==> src/rtl/dma_seq_pkg.sv <==
package dma_seq_pkg;

  localparam int REG_IDX_W = 3;
  localparam int BEAT_W    = 3;

  localparam logic [REG_IDX_W-1:0] RIDX_CTRL  = 3'd0;
  localparam logic [REG_IDX_W-1:0] RIDX_SBASE = 3'd1;
  localparam logic [REG_IDX_W-1:0] RIDX_DBASE = 3'd2;
  localparam logic [REG_IDX_W-1:0] RIDX_CBASE = 3'd3;
  localparam logic [REG_IDX_W-1:0] RIDX_SCUR  = 3'd4;
  localparam logic [REG_IDX_W-1:0] RIDX_DCUR  = 3'd5;
  localparam logic [REG_IDX_W-1:0] RIDX_CCUR  = 3'd6;
  localparam logic [REG_IDX_W-1:0] RIDX_STAT  = 3'd7;

  localparam int CB_EN   = 0;
  localparam int CB_SRST = 1;
  localparam int CB_TRIG = 2;
  localparam int CB_MODE = 4;
  localparam int CB_SDIR = 6;
  localparam int CB_DDIR = 8;
  localparam int CB_WID  = 10;

  typedef enum logic [1:0] {
    MODE_M2M = 2'b00,
    MODE_P2M = 2'b01,
    MODE_M2P = 2'b10,
    MODE_RSV = 2'b11
  } xfer_mode_e;

  typedef enum logic [1:0] {
    DIR_INC  = 2'b00,
    DIR_RSV  = 2'b01,
    DIR_FIX  = 2'b10,
    DIR_WRAP = 2'b11
  } addr_dir_e;

  typedef enum logic [1:0] {
    WID_W32 = 2'b00,
    WID_B8  = 2'b01,
    WID_H16 = 2'b10,
    WID_RSV = 2'b11
  } beat_wid_e;

  typedef enum logic [1:0] {
    ST_IDLE = 2'b00,
    ST_RD   = 2'b01,
    ST_WR   = 2'b10
  } seq_state_e;

  typedef struct packed {
    logic       en;
    xfer_mode_e mode;
    addr_dir_e  sdir;
    addr_dir_e  ddir;
    beat_wid_e  wid;
  } chan_cfg_t;

  function automatic logic [BEAT_W-1:0] beat_bytes(xfer_mode_e m, beat_wid_e w);
    if (m == MODE_M2M) return BEAT_W'(4);
    case (w)
      WID_B8:  return BEAT_W'(1);
      WID_H16: return BEAT_W'(2);
      default: return BEAT_W'(4);
    endcase
  endfunction

  function automatic logic [1:0] size_code(logic [BEAT_W-1:0] b);
    case (b)
      BEAT_W'(1): return 2'd0;
      BEAT_W'(2): return 2'd1;
      default:    return 2'd2;
    endcase
  endfunction

endpackage

==> src/rtl/dma_seq_regs.sv <==
module dma_seq_regs
  import dma_seq_pkg::*;
#(
  parameter int ADDR_W = 32,
  parameter int CNT_W  = 16,
  parameter int DATA_W = 32
) (
  input  logic                 clk_i,
  input  logic                 rst_ni,
  input  logic                 we_i,
  input  logic [REG_IDX_W-1:0] idx_i,
  input  logic [DATA_W-1:0]    wdata_i,
  output chan_cfg_t            cfg_o,
  output logic [ADDR_W-1:0]    sbase_o,
  output logic [ADDR_W-1:0]    dbase_o,
  output logic [CNT_W-1:0]     cbase_o,
  output logic                 srst_o,
  output logic                 trig_req_o
);

  logic ctrl_hit;
  chan_cfg_t cfg_q;

  assign ctrl_hit = we_i && (idx_i == RIDX_CTRL);

  always_ff @(posedge clk_i or negedge rst_ni) begin
    if (!rst_ni) begin
      cfg_q   <= '0;
      sbase_o <= '0;
      dbase_o <= '0;
      cbase_o <= '0;
    end else if (we_i) begin
      case (idx_i)
        RIDX_CTRL: begin
          // soft reset write leaves the configuration alone
          if (!wdata_i[CB_SRST]) begin
            cfg_q.en   <= wdata_i[CB_EN];
            cfg_q.mode <= xfer_mode_e'(wdata_i[CB_MODE +: 2]);
            cfg_q.sdir <= addr_dir_e'(wdata_i[CB_SDIR +: 2]);
            cfg_q.ddir <= addr_dir_e'(wdata_i[CB_DDIR +: 2]);
            cfg_q.wid  <= beat_wid_e'(wdata_i[CB_WID +: 2]);
          end
        end
        RIDX_SBASE: sbase_o <= wdata_i[ADDR_W-1:0];
        RIDX_DBASE: dbase_o <= wdata_i[ADDR_W-1:0];
        RIDX_CBASE: cbase_o <= wdata_i[CNT_W-1:0];
        default: ;
      endcase
    end
  end

  assign cfg_o      = cfg_q;
  assign srst_o     = ctrl_hit && wdata_i[CB_SRST];
  assign trig_req_o = ctrl_hit && wdata_i[CB_TRIG] && !wdata_i[CB_SRST]
                      && (wdata_i[CB_MODE +: 2] != MODE_RSV);

endmodule

==> src/rtl/dma_seq_ptr.sv <==
module dma_seq_ptr
  import dma_seq_pkg::*;
#(
  parameter int AW = 32
) (
  input  logic              clk_i,
  input  logic              rst_ni,
  input  logic              clr_i,
  input  logic              load_i,
  input  logic              step_i,
  input  addr_dir_e         dir_i,
  input  logic [AW-1:0]     base_i,
  input  logic [BEAT_W-1:0] inc_i,
  output logic [AW-1:0]     cur_o
);

  logic advance;
  assign advance = (dir_i == DIR_INC) || (dir_i == DIR_WRAP);

  always_ff @(posedge clk_i or negedge rst_ni) begin
    if (!rst_ni)                cur_o <= '0;
    else if (clr_i)             cur_o <= '0;
    else if (load_i)            cur_o <= base_i;
    else if (step_i && advance) cur_o <= cur_o + AW'(inc_i);
  end

endmodule

==> src/rtl/dma_seq_fsm.sv <==
module dma_seq_fsm
  import dma_seq_pkg::*;
#(
  parameter int CNT_W  = 16,
  parameter int DATA_W = 32
) (
  input  logic              clk_i,
  input  logic              rst_ni,
  input  chan_cfg_t         cfg_i,
  input  logic [CNT_W-1:0]  cbase_i,
  input  logic              srst_i,
  input  logic              trig_req_i,
  input  logic              periph_req_i,
  input  logic              bus_ack_i,
  input  logic              bus_err_i,
  input  logic [DATA_W-1:0] bus_rdata_i,
  output seq_state_e        state_o,
  output logic              trig_o,
  output logic              err_o,
  output logic              done_o,
  output logic [CNT_W-1:0]  ccur_o,
  output logic [DATA_W-1:0] buf_o,
  output logic              load_o,
  output logic              step_o,
  output logic [BEAT_W-1:0] beat_o,
  output logic              bus_req_o
);

  seq_state_e        state_q, state_d;
  logic              trig_q, trig_d, err_q, err_d, done_q, done_d;
  logic [CNT_W-1:0]  ccur_q, ccur_d, cnt_step, cnt_nxt;
  logic [DATA_W-1:0] buf_q, buf_d;
  logic              periph_ok, wrap_any, trig_take, load, step;

  assign beat_o    = beat_bytes(cfg_i.mode, cfg_i.wid);
  assign cnt_step  = CNT_W'(beat_o);
  assign cnt_nxt   = (ccur_q <= cnt_step) ? '0 : ccur_q - cnt_step;
  assign periph_ok = (cfg_i.mode == MODE_M2M) || periph_req_i;
  assign wrap_any  = (cfg_i.sdir == DIR_WRAP) || (cfg_i.ddir == DIR_WRAP);
  assign trig_take = trig_req_i && !err_q && !trig_q;

  always_comb begin
    state_d = state_q;
    trig_d  = trig_q;
    err_d   = err_q;
    done_d  = 1'b0;
    ccur_d  = ccur_q;
    buf_d   = buf_q;
    load    = 1'b0;
    step    = 1'b0;
    unique case (state_q)
      ST_IDLE: begin
        if (trig_q && cfg_i.en && !err_q) begin
          if (ccur_q == '0) begin
            trig_d = 1'b0;
            done_d = 1'b1;
          end else if (periph_ok) begin
            state_d = ST_RD;
          end
        end
      end
      ST_RD: begin
        if (!cfg_i.en) begin
          state_d = ST_IDLE;          // read abandoned, nothing buffered
        end else if (bus_err_i) begin
          err_d   = 1'b1;
          trig_d  = 1'b0;
          state_d = ST_IDLE;
        end else if (bus_ack_i) begin
          buf_d   = bus_rdata_i;
          state_d = ST_WR;
        end
      end
      ST_WR: begin
        if (bus_err_i) begin
          err_d   = 1'b1;
          trig_d  = 1'b0;
          state_d = ST_IDLE;
        end else if (bus_ack_i) begin
          state_d = ST_IDLE;
          step    = 1'b1;
          ccur_d  = cnt_nxt;
          if (cnt_nxt == '0) begin
            if (wrap_any && cfg_i.en) begin
              load   = 1'b1;
              ccur_d = cbase_i;
            end else begin
              trig_d = 1'b0;
              done_d = 1'b1;
            end
          end
        end
      end
      default: state_d = ST_IDLE;
    endcase
    if (trig_take) begin
      trig_d = 1'b1;
      load   = 1'b1;
      ccur_d = cbase_i;
    end
  end

  always_ff @(posedge clk_i or negedge rst_ni) begin
    if (!rst_ni) begin
      state_q <= ST_IDLE;
      trig_q  <= 1'b0;
      err_q   <= 1'b0;
      done_q  <= 1'b0;
      ccur_q  <= '0;
      buf_q   <= '0;
    end else if (srst_i) begin
      state_q <= ST_IDLE;
      trig_q  <= 1'b0;
      err_q   <= 1'b0;
      done_q  <= 1'b0;
      ccur_q  <= '0;
      buf_q   <= '0;
    end else begin
      state_q <= state_d;
      trig_q  <= trig_d;
      err_q   <= err_d;
      done_q  <= done_d;
      ccur_q  <= ccur_d;
      buf_q   <= buf_d;
    end
  end

  assign state_o   = state_q;
  assign trig_o    = trig_q;
  assign err_o     = err_q;
  assign done_o    = done_q;
  assign ccur_o    = ccur_q;
  assign buf_o     = buf_q;
  assign load_o    = load && !srst_i;
  assign step_o    = step && !srst_i;
  assign bus_req_o = ((state_q == ST_RD) && cfg_i.en) || (state_q == ST_WR);

endmodule

==> src/rtl/dma_seq_top.sv <==
module dma_seq_top
  import dma_seq_pkg::*;
#(
  parameter int ADDR_W = 32,
  parameter int CNT_W  = 16,
  parameter int DATA_W = 32
) (
  input  logic                 clk_i,
  input  logic                 rst_ni,
  input  logic                 reg_we_i,
  input  logic [REG_IDX_W-1:0] reg_idx_i,
  input  logic [DATA_W-1:0]    reg_wdata_i,
  output logic [DATA_W-1:0]    reg_rdata_o,
  output logic                 bus_req_o,
  output logic                 bus_we_o,
  output logic [ADDR_W-1:0]    bus_addr_o,
  output logic [1:0]           bus_size_o,
  output logic [DATA_W-1:0]    bus_wdata_o,
  input  logic [DATA_W-1:0]    bus_rdata_i,
  input  logic                 bus_ack_i,
  input  logic                 bus_err_i,
  input  logic                 periph_req_i,
  output logic                 done_o,
  output logic                 err_o
);

  localparam int NPTR = 2;  // 0 = source, 1 = destination

  chan_cfg_t         chan_cfg;
  logic [ADDR_W-1:0] sbase, dbase;
  logic [CNT_W-1:0]  cbase, cnt_cur;
  logic              soft_rst, trig_req, trig_act, ptr_load, ptr_step;
  seq_state_e        seq_state;
  logic [BEAT_W-1:0] beat_b;
  logic [ADDR_W-1:0] base_a [NPTR];
  logic [ADDR_W-1:0] cur_a  [NPTR];
  addr_dir_e         dir_a  [NPTR];

  dma_seq_regs #(.ADDR_W(ADDR_W), .CNT_W(CNT_W), .DATA_W(DATA_W)) u_regs (
    .clk_i      (clk_i),
    .rst_ni     (rst_ni),
    .we_i       (reg_we_i),
    .idx_i      (reg_idx_i),
    .wdata_i    (reg_wdata_i),
    .cfg_o      (chan_cfg),
    .sbase_o    (sbase),
    .dbase_o    (dbase),
    .cbase_o    (cbase),
    .srst_o     (soft_rst),
    .trig_req_o (trig_req)
  );

  dma_seq_fsm #(.CNT_W(CNT_W), .DATA_W(DATA_W)) u_fsm (
    .clk_i        (clk_i),
    .rst_ni       (rst_ni),
    .cfg_i        (chan_cfg),
    .cbase_i      (cbase),
    .srst_i       (soft_rst),
    .trig_req_i   (trig_req),
    .periph_req_i (periph_req_i),
    .bus_ack_i    (bus_ack_i),
    .bus_err_i    (bus_err_i),
    .bus_rdata_i  (bus_rdata_i),
    .state_o      (seq_state),
    .trig_o       (trig_act),
    .err_o        (err_o),
    .done_o       (done_o),
    .ccur_o       (cnt_cur),
    .buf_o        (bus_wdata_o),
    .load_o       (ptr_load),
    .step_o       (ptr_step),
    .beat_o       (beat_b),
    .bus_req_o    (bus_req_o)
  );

  assign base_a[0] = sbase;
  assign base_a[1] = dbase;
  assign dir_a[0]  = chan_cfg.sdir;
  assign dir_a[1]  = chan_cfg.ddir;

  for (genvar g = 0; g < NPTR; g++) begin : g_ptr
    dma_seq_ptr #(.AW(ADDR_W)) u_ptr (
      .clk_i  (clk_i),
      .rst_ni (rst_ni),
      .clr_i  (soft_rst),
      .load_i (ptr_load),
      .step_i (ptr_step),
      .dir_i  (dir_a[g]),
      .base_i (base_a[g]),
      .inc_i  (beat_b),
      .cur_o  (cur_a[g])
    );
  end

  assign bus_we_o   = (seq_state == ST_WR);
  assign bus_addr_o = bus_we_o ? cur_a[1] : cur_a[0];
  assign bus_size_o = size_code(beat_b);

  always_comb begin
    reg_rdata_o = '0;
    case (reg_idx_i)
      RIDX_CTRL: begin
        reg_rdata_o[CB_EN]        = chan_cfg.en;
        reg_rdata_o[CB_TRIG]      = trig_act;
        reg_rdata_o[CB_MODE +: 2] = chan_cfg.mode;
        reg_rdata_o[CB_SDIR +: 2] = chan_cfg.sdir;
        reg_rdata_o[CB_DDIR +: 2] = chan_cfg.ddir;
        reg_rdata_o[CB_WID +: 2]  = chan_cfg.wid;
      end
      RIDX_SBASE: reg_rdata_o = DATA_W'(sbase);
      RIDX_DBASE: reg_rdata_o = DATA_W'(dbase);
      RIDX_CBASE: reg_rdata_o = DATA_W'(cbase);
      RIDX_SCUR:  reg_rdata_o = DATA_W'(cur_a[0]);
      RIDX_DCUR:  reg_rdata_o = DATA_W'(cur_a[1]);
      RIDX_CCUR:  reg_rdata_o = DATA_W'(cnt_cur);
      RIDX_STAT:  reg_rdata_o[0] = err_o;
      default: ;
    endcase
  end

endmodule

==> config.mk <==
export PLATFORM = sky130hd
export DESIGN_NAME = dma_seq_top
export DESIGN_NICKNAME = d
export VERILOG_FILES = /design/src/rtl/dma_seq_pkg.sv /design/src/rtl/dma_seq_regs.sv /design/src/rtl/dma_seq_ptr.sv /design/src/rtl/dma_seq_fsm.sv /design/src/rtl/dma_seq_top.sv
export SDC_FILE = /design/constraint.sdc
export NUM_CORES = 1
export LEC_CHECK = 0
export ABC_AREA = 0
export BUFFER_PORTS_ARGS = -buffer_cell sky130_fd_sc_hd__buf_2
export CORE_UTILIZATION = 30
export CTS_CLUSTER_SIZE = 25
export DETAILED_ROUTE_END_ITERATION = 8
export PLACE_DENSITY = 0.52
export SLEW_MARGIN = 20
export SYNTH_ARGS = -nofsm -noshare
export SYNTH_HDL_FRONTEND = slang
export SYNTH_SLANG_ARGS = --single-unit
==> constraint.sdc <==
create_clock -name clk_i -period 4.9 [get_ports clk_i]
set_input_delay 0.49 -clock clk_i [delete_from_list [all_inputs] [get_ports clk_i]]
set_output_delay 0.49 -clock clk_i [all_outputs]
set_load 0.03 [all_outputs]
* Word level (Yosys, flattened, before mapping) *
Index checks and enable logic that the tools add are counted.

word-level totals
  register bits = 206
  bits of input ports = 73
  output and inout port bits = 102
  word-level logic and storage cells = 174

cells by class
  add/sub/neg operators = 3
  order comparisons = 1
  equal/unequal tests = 31
  muxes and demuxes = 73
  bitwise logic cells = 1
  reductions and logical operators = 49

operator list
  operator                                                          count
  32-bit two-way mux                                                12
  16-bit two-way mux                                                8
  20-bit case mux with 6 select lines                               1
  32-bit by 3-bit adder with 32-bit output                          2
  8-bit case mux with 7 select lines                                1
  16-bit zero test                                                  2
  1-bit two-way mux                                                 30
  2-bit two-way mux                                                 9
  16-bit by 3-bit <= comparator with 1-bit output                   1
  16-bit by 3-bit subtractor with 16-bit output                     1
  1-bit logical AND                                                 15
  3-bit nonzero test                                                5
  3-bit == test (second input constant)                             4
  4-bit by 1-bit != test with 1-bit output (second input constant)  3
  1-bit case mux with 6 select lines                                2
  5-bit by 1-bit != test with 1-bit output (second input constant)  2
  3-bit by 2-bit == test with 1-bit output (second input constant)  3
  3-bit by 1-bit != test with 1-bit output (second input constant)  3
  2-bit == test (second input constant)                             4
  2-bit zero test                                                   4
  4-bit by 2-bit != test with 1-bit output (second input constant)  2
  1-bit case mux with 8 select lines                                1
  2-bit AND reduction                                               4
  8-bit AND reduction                                               1
  other kinds (23)                                                  38

* Logic depth before layout (Yosys ltp) *
Gate-level depths: netlist (run 1).

  depth after elaboration = 14
  mapped depth = 16
  mapped depth without buffers = 14

* Modules after synthesis *
Synthesis (run 1) repeated with hierarchy kept, for this count alone.

unflattened totals
  cell total of the unflattened synthesis = 1,243
  area, all modules = 12,736.0 um^2

modules (own cells, without submodules)
  module        instances  cells each  area each (um^2)  seq. area each (um^2)
  dma_seq_ptr   2          264         2,282.2           800.8
  dma_seq_regs  1          193         3,394.5           2,227.1
  dma_seq_fsm   1          298         2,937.8           1,326.3
  dma_seq_top   1          224         1,839.3           0.0

* Worst setup path before layout (run 1) *
OpenSTA, ideal clock, no wires.

  path type = register to register
  start = reg u_regs.cfg_q (netlist bit u_regs.cfg_o[7])
  end = reg g_ptr[0].u_ptr.cur_o[0]
  setup time = 133 ps
  arrival = 3,438 ps
  data required time = 4,767 ps
  path slack = 1,329 ps
  cell stages (with the launch flop) = 15
  path buffers = 3
  clock period less this slack = 3,571 ps
  cell sequence = dfrtp_1 -> o21ai_0 -> inv_1 -> fa_1 -> nor2b_1 -> o21ai_0 -> a2111o_1 -> nand3_2 -> a211oi_4 -> or2_1 -> buf_4 -> buf_6 -> buf_6 -> a221oi_1 -> a21oi_1

on the way
  word-level cells in the longest chain between the ends = 14
  elaborated cells between the ends (all ways) = 18
  classes of those cells = 2 x add/sub; 1 x order compare; 11 x mux; 4 x reduce/logical

ends and longest elaborated chain
  element                                                                                                           RTL line            source
  start, declared                                                                                                   dma_seq_regs.sv:22  chan_cfg_t cfg_q;
  2-bit zero test (*)                                                                                               dma_seq_pkg.sv:59   if (m == MODE_M2M) return BEAT_W'(4);
  1-bit two-way mux (*)                                                                                             dma_seq_pkg.sv:59
  3-bit two-way mux (*)                                                                                             dma_seq_pkg.sv:60   case (w)
  16-bit by 3-bit subtractor with 16-bit output or 16-bit by 3-bit <= comparator with 1-bit output (tied branches)  dma_seq_fsm.sv:37   assign cnt_nxt = (ccur_q <= cnt_step) ? '0 : ccur_q - cnt_step;
  16-bit two-way mux                                                                                                dma_seq_fsm.sv:37
  16-bit zero test                                                                                                  dma_seq_fsm.sv:83   if (cnt_nxt == '0) begin
  1-bit two-way mux                                                                                                 dma_seq_fsm.sv:83
  1-bit two-way mux                                                                                                 dma_seq_fsm.sv:79   end else if (bus_ack_i) begin
  1-bit two-way mux                                                                                                 dma_seq_fsm.sv:75   if (bus_err_i) begin
  1-bit two-way mux                                                                                                 dma_seq_fsm.sv:51   unique case (state_q)
  1-bit two-way mux                                                                                                 dma_seq_fsm.sv:96   if (trig_take) begin
  1-bit logical AND                                                                                                 dma_seq_fsm.sv:134  assign load_o = load && !srst_i;
  32-bit two-way mux                                                                                                dma_seq_ptr.sv:23   else if (load_i) cur_o <= base_i;
  32-bit two-way mux                                                                                                dma_seq_ptr.sv:22   else if (clr_i) cur_o <= '0;
  end signal, assigned                                                                                              dma_seq_ptr.sv:23
  end signal, assigned                                                                                              dma_seq_ptr.sv:24   else if (step_i && advance) cur_o <= cur_o + AW'(inc_i);
  end, declared                                                                                                     dma_seq_ptr.sv:14   output logic [AW-1:0] cur_o

Mark *: on every way between the ends. The rest lies on a longest branch, timed or not. The select of a mux whose other input is x is not followed.
A chain may end at the register's enable or synchronous reset.

* Worst setup path in the final report (run 1) *
  start = reg u_regs.cfg_q (netlist bit u_regs.cfg_o[0])
  end = reg g_ptr[0].u_ptr.cur_o[31]

on the way
  word-level cells in the longest chain between the ends = 14
  elaborated cells between the ends (all ways) = 19
  classes of those cells = 2 x add/sub; 1 x order compare; 2 x eq/ne; 11 x mux; 3 x reduce/logical

ends and longest elaborated chain
  element                                                                                                           RTL line
  2-bit == test or 2-bit by 1-bit == test with 1-bit output (tied branches)                                         dma_seq_pkg.sv:60
  3-bit case mux with 2 select lines (*)                                                                            dma_seq_pkg.sv:60
  3-bit two-way mux (*)                                                                                             dma_seq_pkg.sv:60
  16-bit by 3-bit subtractor with 16-bit output or 16-bit by 3-bit <= comparator with 1-bit output (tied branches)  dma_seq_fsm.sv:37
  16-bit two-way mux                                                                                                dma_seq_fsm.sv:37
  16-bit zero test                                                                                                  dma_seq_fsm.sv:83
  1-bit two-way mux                                                                                                 dma_seq_fsm.sv:83
  1-bit two-way mux                                                                                                 dma_seq_fsm.sv:79
  1-bit two-way mux                                                                                                 dma_seq_fsm.sv:75
  1-bit two-way mux                                                                                                 dma_seq_fsm.sv:51
  1-bit two-way mux                                                                                                 dma_seq_fsm.sv:96
  1-bit logical AND                                                                                                 dma_seq_fsm.sv:134
  32-bit two-way mux                                                                                                dma_seq_ptr.sv:23
  32-bit two-way mux                                                                                                dma_seq_ptr.sv:22

Marked as above.

==> impl_metrics.py, run 1 <==
metrics = {
    "logic_synthesis": {
        "synth_cell_types": 82,
        "synthesis.nets": 1381,
        "ys.flop_type": "dfrtp_1",
        "async_reset_ff_frac": 1.00,
        "syn_area_um2": 12200,
        "synth.yosys.seq_area_share": 0.423,
        "syn_area_per_cell_um2": 9.47,
        "synth_edf_count": 0,
        "yosysWarnings": 0,
        "ys_seq_elements": 206,
        "syn_inst": 1289,
    },
    "worst_setup_path": {
        "cp.arrival_ns": 4.91,
        "cp_max_fo": 12,
        "r2r_setup_slack_ns": 0.43,
        "crit_start": "u_regs.cfg_o[0]",
        "cp-end-kind": "flip-flop",
        "reg2reg_depth": 14,
        "path_class": "flip-flop to flip-flop",
        "worstReg2RegStart": "u_regs.cfg_o[0]",
        "start_kind": "flip-flop",
        "cp.required_ns": 5.34,
        "r2r_end": "g_ptr[0].u_ptr.cur_o[31]",
    },
    "sta": {
        "fin_hold_ws_ns": 0.0568,
        "fin_crit_ns": 4.47,
        "finalHoldViolCount": 0,
        "clock-skew-final_ns": 0.00727,
        "fin_tns_setup_ns": 0,
        "min_period_over_period": 0.912,
        "max_slew_margin": 0.282,
        "max_freq_mhz": 224,
        "rsz0062_at_grt": "false",
        "finalSetupViolations": 0,
        "worstMarginPinSlew_ns": 1.07,
        "finalMaxSlewViolations": 0,
    },
    "grt": {
        "grt_pass1_wl_um": 68400,
        "grt_pass1_vias": 10800,
        "antenna_found_initial": 0,
        "grt_util_all_layers": 0.213,
        "grt_max_degree": 121,
        "globalRoute.totalOverflow": 0,
    },
    "cts": {
        "cts_setup_buffers": 0,
        "cts_tree": "yes",
        "clk_pin_slew_ns": 0.06,
        "cts_resized": 0,
        "postCtsHoldBufs": 0,
        "cts_buffer_depth": 3,
        "cts_sinks": 206,
        "htree_levels": 1,
        "cts_root_buf": "clkbuf_16",
        "clk_latency_ns": 0.55,
        "numCtsBuffers": 26,
    },
    "drt": {
        "routed_wl_um": 44700,
        "drc": 0,
        "highest_layer": "met4",
        "drt_iter0_drc": 986,
        "dr.pass1.iters": 8,
        "routed-wl-met2_um": 20900,
        "avgRoutedWirePerCell_um": 22.7,
        "routed-wl-met3_um": 2500,
        "wl_met1_um": 20000,
        "viasPerCell": 5.68,
        "ant_nets": 0,
        "vias": 11200,
    },
    "worst_hold_path": {
        "hold_class": "primary input to asynchronous set/reset pin",
    },
    "power_and_ir_drop": {
        "p_per_area_nw_per_um2": 497,
        "power.leakage_nw": 6.22,
        "peakVddDrop_uv": 269,
    },
    "status": {
        "status": "finished, final reports clean",
    },
    "place": {
        "place_congestion": 0.912,
        "port_buffers": 174,
        "post-dp-hpwl_um": 31700,
    },
    "die": {
        "core-area_um2": 39900,
        "die_h_um": 204,
        "num_rows": 73,
        "initial_core_util": 0.306,
        "ios": 175,
        "die_x_um": 204,
        "dieArea_um2": 41500,
    },
    "finish": {
        "antennaDiodeCount": 0,
        "syn2layout_area_growth_pct": 18.9,
        "final_nets": 1518,
        "nFillCells": 4066,
        "drive_gt1_frac": 0.275,
    },
    "job": {
        "cap_violations": 0,
    },
}
kinds of logic after synthesis:
| logic type | after synthesis | share of synthesized area |
|---|---|---|
| flops | 206 | 0.423 |
| xor+xnor | 9 | 0.00646 |
| buf+inv | 128 | 0.0437 |
| compound gates | 382 | 0.203 |
| fa+ha+maj | 19 | 0.0213 |
| simple gates | 387 | 0.157 |
| mux | 158 | 0.146 |
critical path, cell delays in order, from the launching register on:
cell and delay, ns:
dfrtp_1 0.37, inv_1 0.06, ha_1 0.23, o21ai_1 0.30, inv_1 0.19, fa_1 0.48
nor2b_1 0.30, nor4_1 0.11, and4bb_2 0.33, nand4_2 0.20, a2111oi_4 0.56, nand2b_1 0.55
buf_4 0.30, o21ai_0 0.11, a22o_1 0.25
registers in the layout, indices dropped and copies added (netlist names), 2 cells and up:
signal             count
u_fsm.state_o          2
u_regs.cfg_o           9
u_fsm.buf_o           32
u_regs.dbase_o        32
u_fsm.ccur_o          16
u_regs.cbase_o        16
u_regs.sbase_o        32
g_ptr.u_ptr.cur_o     64
worst max path at each step:
stage / to / cells past startpoint / slack [ns]
global placement: g_ptr[0].u_ptr.cur_o[31] / 12 / 0.44
finish: g_ptr[0].u_ptr.cur_o[31] / 14 / 0.43
global route: g_ptr[0].u_ptr.cur_o[30] / 14 / 0.15
CTS: g_ptr[0].u_ptr.cur_o[31] / 12 / 0.27
floorplan: g_ptr[0].u_ptr.cur_o[0] / 14 / 1.33
detailed placement: g_ptr[0].u_ptr.cur_o[30] / 12 / 0.30
Yosys cell counts, types with 14 or more instances:
cell type | count | area (µm²)
nand2_1 | 151 | 567
a21oi_1 | 118 | 591
a22o_1 | 23 | 201
dfrtp_1 | 206 | 5150
nand4_1 | 14 | 87.6
o21ai_0 | 81 | 405
ha_1 | 16 | 200
nor4_1 | 31 | 194
o22ai_1 | 32 | 200
clkbuf_1 | 64 | 240
a221o_1 | 19 | 190
mux2_2 | 110 | 1240
mux2i_1 | 42 | 420
nor3_1 | 26 | 130
buf_1 | 17 | 63.8
inv_1 | 30 | 113
nand3_1 | 24 | 120
nor2_1 | 67 | 251
o21ai_1 | 23 | 115
power breakdown:
group / leakage [nW] / switching (mW) / total (mW) / internal (mW)
Sequential: 2.57 / 0.530 / 2.65 / 2.12
Combinational: 3.19 / 1.61 / 2.51 / 0.901
Clock: 0.453 / 0.793 / 2.04 / 1.25
per-layer routing:
| layer | up-vias | track usage |
|---|---|---|
| li1 | 5063 | - |
| met5 | - | 0 |
| met1 | 5661 | 0.295 |
| met3 | 76 | 0.0329 |
| met4 | 0 | 0.0639 |
| met2 | 399 | 0.341 |
per-stage QoR:
stage               cell area (µm²)  setup slack, ns   util  cells  power, mW
CTS                           14500            0.267  0.363   1971       7.24
detailed placement            13600            0.297  0.340   1923       5.18
global placement              13600            0.436  0.340   1923       5.16
floorplan                     12200             1.33      -   1289       4.26
finish                        14500            0.432  0.363   1971       7.21
global route                  14500            0.149  0.363   1971       7.59
cell type report:
cell class,instances,area (µm²),area share
Clock inverter,12,141,0.00975
Sequential cell,206,5150,0.355
Timing Repair Buffer,206,1130,0.0782
Clock buffer,36,769,0.0531
Inverter,31,116,0.00802
Multi-Input combinational cell,955,6530,0.450
Tap cell,525,657,0.0453
cell usage in the layout, fill, tap and decap left out, types with 6 or more instances in the layout:
master	n
nor2_1	67
mux2_2	110
nor3_1	25
or2_2	7
ha_1	15
nor4b_1	10
dfrtp_1	206
and2_1	6
a21oi_1	118
buf_2	173
clkinv_2	7
a221o_1	19
a22oi_1	7
nand3_1	24
a22o_1	23
and3_1	8
o21ai_1	24
clkbuf_16	27
nor2b_1	10
nand4_1	14
buf_4	31
mux2i_1	42
inv_1	30
clkbuf_8	6
nor4_1	31
o21ai_0	80
a31oi_1	6
nand2_1	151
o22ai_1	32
o2bb2ai_1	12
Power figures use the tool's default switching activity.
==> inputs of run 2 (changes only) <==
--- a/config.mk
+++ b/config.mk
@@ -11,6 +11,7 @@
 export CTS_CLUSTER_SIZE = 25
 export DETAILED_ROUTE_END_ITERATION = 8
 export PLACE_DENSITY = 0.52
+export REMOVE_ABC_BUFFERS = 1
 export SLEW_MARGIN = 20
 export SYNTH_ARGS = -nofsm -noshare
 export SYNTH_HDL_FRONTEND = slang
==> impl_metrics.py, run 2 (same netlist as run 1, synthesis figures left out) <==
metrics = {
    "place": {
        "dp_slack_ns": 0.470,
        "placed_cell_area_um2": 13600,
        "port_buffers": 174,
        "post-dp-hpwl_um": 31600,
        "place_congestion": 0.893,
    },
    "grt": {
        "antenna_found_initial": 1,
        "grt_util_all_layers": 0.214,
        "globalRoute.totalOverflow": 0,
        "grt_pass1_wl_um": 68200,
        "grt_pass1_vias": 10800,
        "grt_max_degree": 96,
    },
    "cts": {
        "cts_resized": 0,
        "cts_tree": "yes",
        "cts_buffer_depth": 3,
        "cts_root_buf": "clkbuf_16",
        "htree_levels": 1,
        "clk_pin_slew_ns": 0.06,
        "postCtsHoldBufs": 0,
        "cts_sinks": 206,
        "numCtsBuffers": 27,
        "clk_latency_ns": 0.55,
        "cts_setup_buffers": 0,
    },
    "worst_setup_path": {
        "cp.required_ns": 5.30,
        "r2r_setup_slack_ns": 0.33,
        "start_kind": "flip-flop",
        "cp_max_fo": 15,
        "cp.arrival_ns": 4.96,
        "cp-end-kind": "flip-flop",
        "endpoint": "g_ptr[1].u_ptr.cur_o[25]",
        "path_class": "flip-flop to flip-flop",
        "worstReg2RegStart": "u_regs.cfg_o[0]",
        "r2r_end": "g_ptr[1].u_ptr.cur_o[25]",
        "crit_start": "u_regs.cfg_o[0]",
        "reg2reg_depth": 14,
    },
    "power_and_ir_drop": {
        "p_per_area_nw_per_um2": 499,
        "peakVddDrop_uv": 240,
        "power.leakage_nw": 6.26,
    },
    "sta": {
        "finalSetupViolations": 0,
        "fin_tns_setup_ns": 0,
        "finalHoldViolCount": 0,
        "rsz0062_at_grt": "false",
        "finalMaxSlewViolations": 0,
        "min_period_over_period": 0.932,
        "max_freq_mhz": 219,
        "fin_crit_ns": 4.57,
        "max_slew_margin": 0.275,
        "clock-skew-final_ns": 0.0133,
        "finalWorstSetupSlack_ns": 0.334,
        "fin_hold_ws_ns": 0.0277,
        "worstMarginPinSlew_ns": 1.08,
    },
    "finish": {
        "syn2layout_area_growth_pct": 19.5,
        "fin_area_um2": 14600,
        "fin_util": 0.365,
        "nFillCells": 4036,
        "drive_gt1_frac": 0.278,
        "final_nets": 1523,
        "antennaDiodeCount": 0,
        "final_common_cell": "dfrtp_1",
        "top_register": "g_ptr.u_ptr.cur_o",
        "largest_reg_flops": 64,
        "final_cell_mix": "206 x dfrtp_1, 173 x buf_2, 151 x nand2_1, 118 x a21oi_1, 110 x mux2_2",
    },
    "drt": {
        "avgRoutedWirePerCell_um": 23.0,
        "routed_wl_um": 45400,
        "vias": 11100,
        "dr.pass1.iters": 5,
        "drt_iter0_drc": 987,
        "drc": 0,
        "viasPerCell": 5.60,
        "ant_nets": 0,
    },
    "job": {
        "cap_violations": 0,
    },
    "status": {
        "status": "finished, final reports clean",
    },
    "die": {
        "core-area_um2": 39900,
        "ios": 175,
        "die_x_um": 204,
        "die_h_um": 204,
        "dieArea_um2": 41500,
        "num_rows": 73,
        "initial_core_util": 0.306,
    },
    "worst_hold_path": {
        "hold_class": "primary input to asynchronous set/reset pin",
    },
}
## run 2: cell type report
cell class / count / area [µm²] / area share
clock buffers: 35 / 776 / 0.0532
clock inverters: 13 / 180 / 0.0124
inverters: 31 / 116 / 0.00798
multi-input cells: 955 / 6530 / 0.448
flip-flops and latches: 206 / 5150 / 0.354
well taps: 525 / 657 / 0.0451
repair buffers: 210 / 1160 / 0.0797
## run 2: power by group
group | switching (mW) | total, mW | internal, mW | leakage (nW)
sequential | 0.505 | 2.63 | 2.12 | 2.57
clock | 0.810 | 2.13 | 1.32 | 0.465
combinational | 1.61 | 2.51 | 0.903 | 3.22
## run 2: worst max-delay path, stage by stage (launching register included)
cell       delay, ns
dfrtp_1         0.38
inv_1           0.07
ha_1            0.25
o21ai_0         0.31
inv_1           0.25
fa_1            0.50
nor2b_1         0.34
o21ai_0         0.21
a2111o_1        0.49
nand3_2         0.17
a2111oi_4       0.08
nand2b_1        0.24
o21ai_2         0.61
buf_4           0.37
o22ai_1         0.13
## run 2: layer usage
metal / wire [µm] / vias up / global-route usage / share of wire
li1: - / 5058 / - / -
met1: 21000 / 5509 / 0.304 / 0.46
met2: 20400 / 424 / 0.335 / 0.45
met3: 2920 / 65 / 0.0323 / 0.064
met4: 1030 / 2 / 0.0612 / 0.023
met5: 12 / - / 0 / 0.00026
## run 2: stage by stage
| step | instances | power, mW |
|---|---|---|
| after global routing | 1975 | 7.66 |
| after global placement | 1927 | 5.15 |
| final | 1975 | 7.27 |
| after detailed placement | 1927 | 5.16 |
| after floorplan | 1192 | 4.21 |
| after CTS | 1975 | 7.32 |
## run 2: how the worst min path moves through the flow
stage,from,end,slack (ns),cells after the start
3_5_place_dp,u_regs.dbase_o[10],g_ptr[1].u_ptr.cur_o[10],0.50,2
3_3_place_gp,u_regs.dbase_o[10],g_ptr[1].u_ptr.cur_o[10],0.50,2
4_1_cts,rst_ni,u_fsm.buf_o[9],0.04,1
2_1_floorplan,rst_ni,g_ptr[0].u_ptr.cur_o[0],0.19,0
5_1_grt,rst_ni,u_fsm.buf_o[9],0.07,1
6_report,rst_ni,u_fsm.buf_o[9],0.03,1
==> inputs of run 3 (changes only) <==
--- a/config.mk
+++ b/config.mk
@@ -7,10 +7,10 @@
 export LEC_CHECK = 0
 export ABC_AREA = 0
 export BUFFER_PORTS_ARGS = -buffer_cell sky130_fd_sc_hd__buf_2
-export CORE_UTILIZATION = 30
+export CORE_UTILIZATION = 50
 export CTS_CLUSTER_SIZE = 25
 export DETAILED_ROUTE_END_ITERATION = 8
-export PLACE_DENSITY = 0.52
+export PLACE_DENSITY = 0.76
 export REMOVE_ABC_BUFFERS = 1
 export SLEW_MARGIN = 20
 export SYNTH_ARGS = -nofsm -noshare
==> impl_metrics.py, run 3 (same netlist as run 1, synthesis figures left out) <==
metrics = {
    "finish": {
        "antennaDiodeCount": 0,
        "final_common_cell": "dfrtp_1",
        "nFillCells": 2117,
        "layout.cells.non_filler": 1756,
        "final_nets": 1517,
        "top_register": "g_ptr.u_ptr.cur_o",
        "syn2layout_area_growth_pct": 14.9,
        "final_cell_mix": "206 x dfrtp_1, 173 x buf_2, 151 x nand2_1, 118 x a21oi_1, 110 x mux2_2",
        "drive_gt1_frac": 0.267,
        "largest_reg_flops": 64,
    },
    "worst_setup_path": {
        "crit_start": "u_regs.cfg_o[1]",
        "r2r_setup_slack_ns": 0.59,
        "cp.arrival_ns": 4.68,
        "start_kind": "flip-flop",
        "cp.required_ns": 5.27,
        "endpoint": "g_ptr[1].u_ptr.cur_o[8]",
        "cp-end-kind": "flip-flop",
        "path_class": "flip-flop to flip-flop",
        "reg2reg_depth": 14,
        "worstReg2RegStart": "u_regs.cfg_o[1]",
        "cp_max_fo": 15,
        "r2r_end": "g_ptr[1].u_ptr.cur_o[8]",
    },
    "sta": {
        "fin_crit_ns": 4.31,
        "finalMaxSlewViolations": 0,
        "worstMarginPinSlew_ns": 1.09,
        "max_freq_mhz": 232,
        "fin_tns_setup_ns": 0,
        "clock-skew-final_ns": 0.0104,
        "rsz0062_at_grt": "false",
        "finalSetupViolations": 0,
        "finalHoldViolCount": 0,
        "max_slew_margin": 0.265,
        "min_period_over_period": 0.880,
    },
    "worst_hold_path": {
        "hold_class": "primary input to asynchronous set/reset pin",
    },
    "drt": {
        "viasPerCell": 6.53,
        "ant_nets": 0,
        "routed-wl-met3_um": 4130,
        "routed-wl-met2_um": 17900,
        "dr.pass1.iters": 5,
        "wl_met1_um": 16200,
        "drt_iter0_drc": 1317,
        "routed_wl_um": 39900,
        "drc": 0,
        "avgRoutedWirePerCell_um": 22.7,
        "highest_layer": "met4",
        "vias": 11500,
    },
    "die": {
        "dieArea_um2": 25000,
        "ios": 175,
        "initial_core_util": 0.515,
        "core-area_um2": 23700,
        "die_h_um": 158,
        "num_rows": 56,
        "die_x_um": 158,
    },
    "status": {
        "status": "finished, final reports clean",
    },
    "grt": {
        "antenna_found_initial": 0,
        "grt_max_degree": 128,
        "grt_pass1_vias": 10700,
        "grt_pass1_wl_um": 60700,
        "grt_util_all_layers": 0.317,
        "globalRoute.totalOverflow": 0,
    },
    "power_and_ir_drop": {
        "sw_frac_of_total": 0.412,
        "peakVddDrop_uv": 331,
        "pwr-share-seq": 0.389,
        "power.leakage_nw": 6.11,
        "p_int_mw": 3.95,
        "power_frac_clock": 0.241,
        "p_comb_frac": 0.370,
        "p_per_area_nw_per_um2": 479,
        "total_switching_power_mw": 2.77,
    },
    "place": {
        "place_congestion": 1.01,
        "post-dp-hpwl_um": 27700,
        "placed_cells": 1719,
        "port_buffers": 174,
    },
    "cts": {
        "cts_resized": 0,
        "clk_pin_slew_ns": 0.06,
        "cts_tree": "yes",
        "numCtsBuffers": 23,
        "cts_setup_buffers": 0,
        "cts_sinks": 206,
        "clk_latency_ns": 0.52,
        "postCtsHoldBufs": 0,
        "cts_root_buf": "clkbuf_16",
        "cts_buffer_depth": 3,
        "htree_levels": 1,
    },
    "job": {
        "cap_violations": 0,
    },
}
==> run 3: critical path: stages, from the launching register on <==
cell and delay, ns:
dfrtp_1 0.38, inv_1 0.07, ha_1 0.21, nor2b_1 0.18, ha_1 0.24, fa_1 0.43
nor2b_1 0.33, o21ai_0 0.23, a2111o_1 0.50, nand3_2 0.16, a2111oi_4 0.08, nand2b_1 0.25
o21ai_2 0.61, buf_4 0.36, o22ai_1 0.13
==> run 3: worst min path at each step <==
stage / end / slack, ns / cells after the start
final: u_fsm.buf_o[28] / 0.04 / 1
after global routing: u_fsm.buf_o[25] / 0.14 / 1
after CTS: u_fsm.buf_o[28] / 0.18 / 1
after detailed placement: g_ptr[1].u_ptr.cur_o[10] / 0.49 / 2
after global placement: g_ptr[1].u_ptr.cur_o[10] / 0.50 / 2
after floorplan: g_ptr[0].u_ptr.cur_o[0] / 0.19 / 0
==> run 3: routing by layer <==
metal  GRT usage  vias to the layer above
li1            -                     5058
met5           0                        -
met2       0.495                      747
met1       0.434                     5548
met4       0.132                        0
met3      0.0539                      109
==> run 3: power by group through the flow <==
stage	registers, mW	logic (mW)	clock network (mW)
6_report	2.61	2.48	1.62
5_1_grt	2.66	2.70	1.69
4_1_cts	2.60	2.47	1.64
3_5_place_dp	2.63	2.46	0
3_3_place_gp	2.61	2.43	0
2_1_floorplan	2.71	1.50	0
==> run 3: final cells by class <==
| class | instances | area (µm²) | area share |
|---|---|---|---|
| Timing Repair Buffer | 208 | 1140 | 0.0813 |
| Tap cell | 319 | 399 | 0.0285 |
| Clock inverter | 5 | 31.3 | 0.00223 |
| Inverter | 31 | 116 | 0.00830 |
| Multi-Input combinational cell | 955 | 6530 | 0.466 |
| Clock buffer | 32 | 649 | 0.0463 |
| Sequential cell | 206 | 5150 | 0.368 |
==> run 3: through the flow <==
step                      total power [mW]  hold WS, ns  cell area, µm²  utilization  setup slack (ns)
after floorplan                       4.21        0.194           11800            -            -0.842
after global placement                5.04        0.497           13300        0.563             0.845
after detailed placement              5.09        0.490           13300        0.563             0.717
after CTS                             6.71        0.178           14000        0.592             0.699
after global routing                  7.06        0.139           14000        0.592             0.425
final                                 6.71       0.0378           14000        0.592             0.588
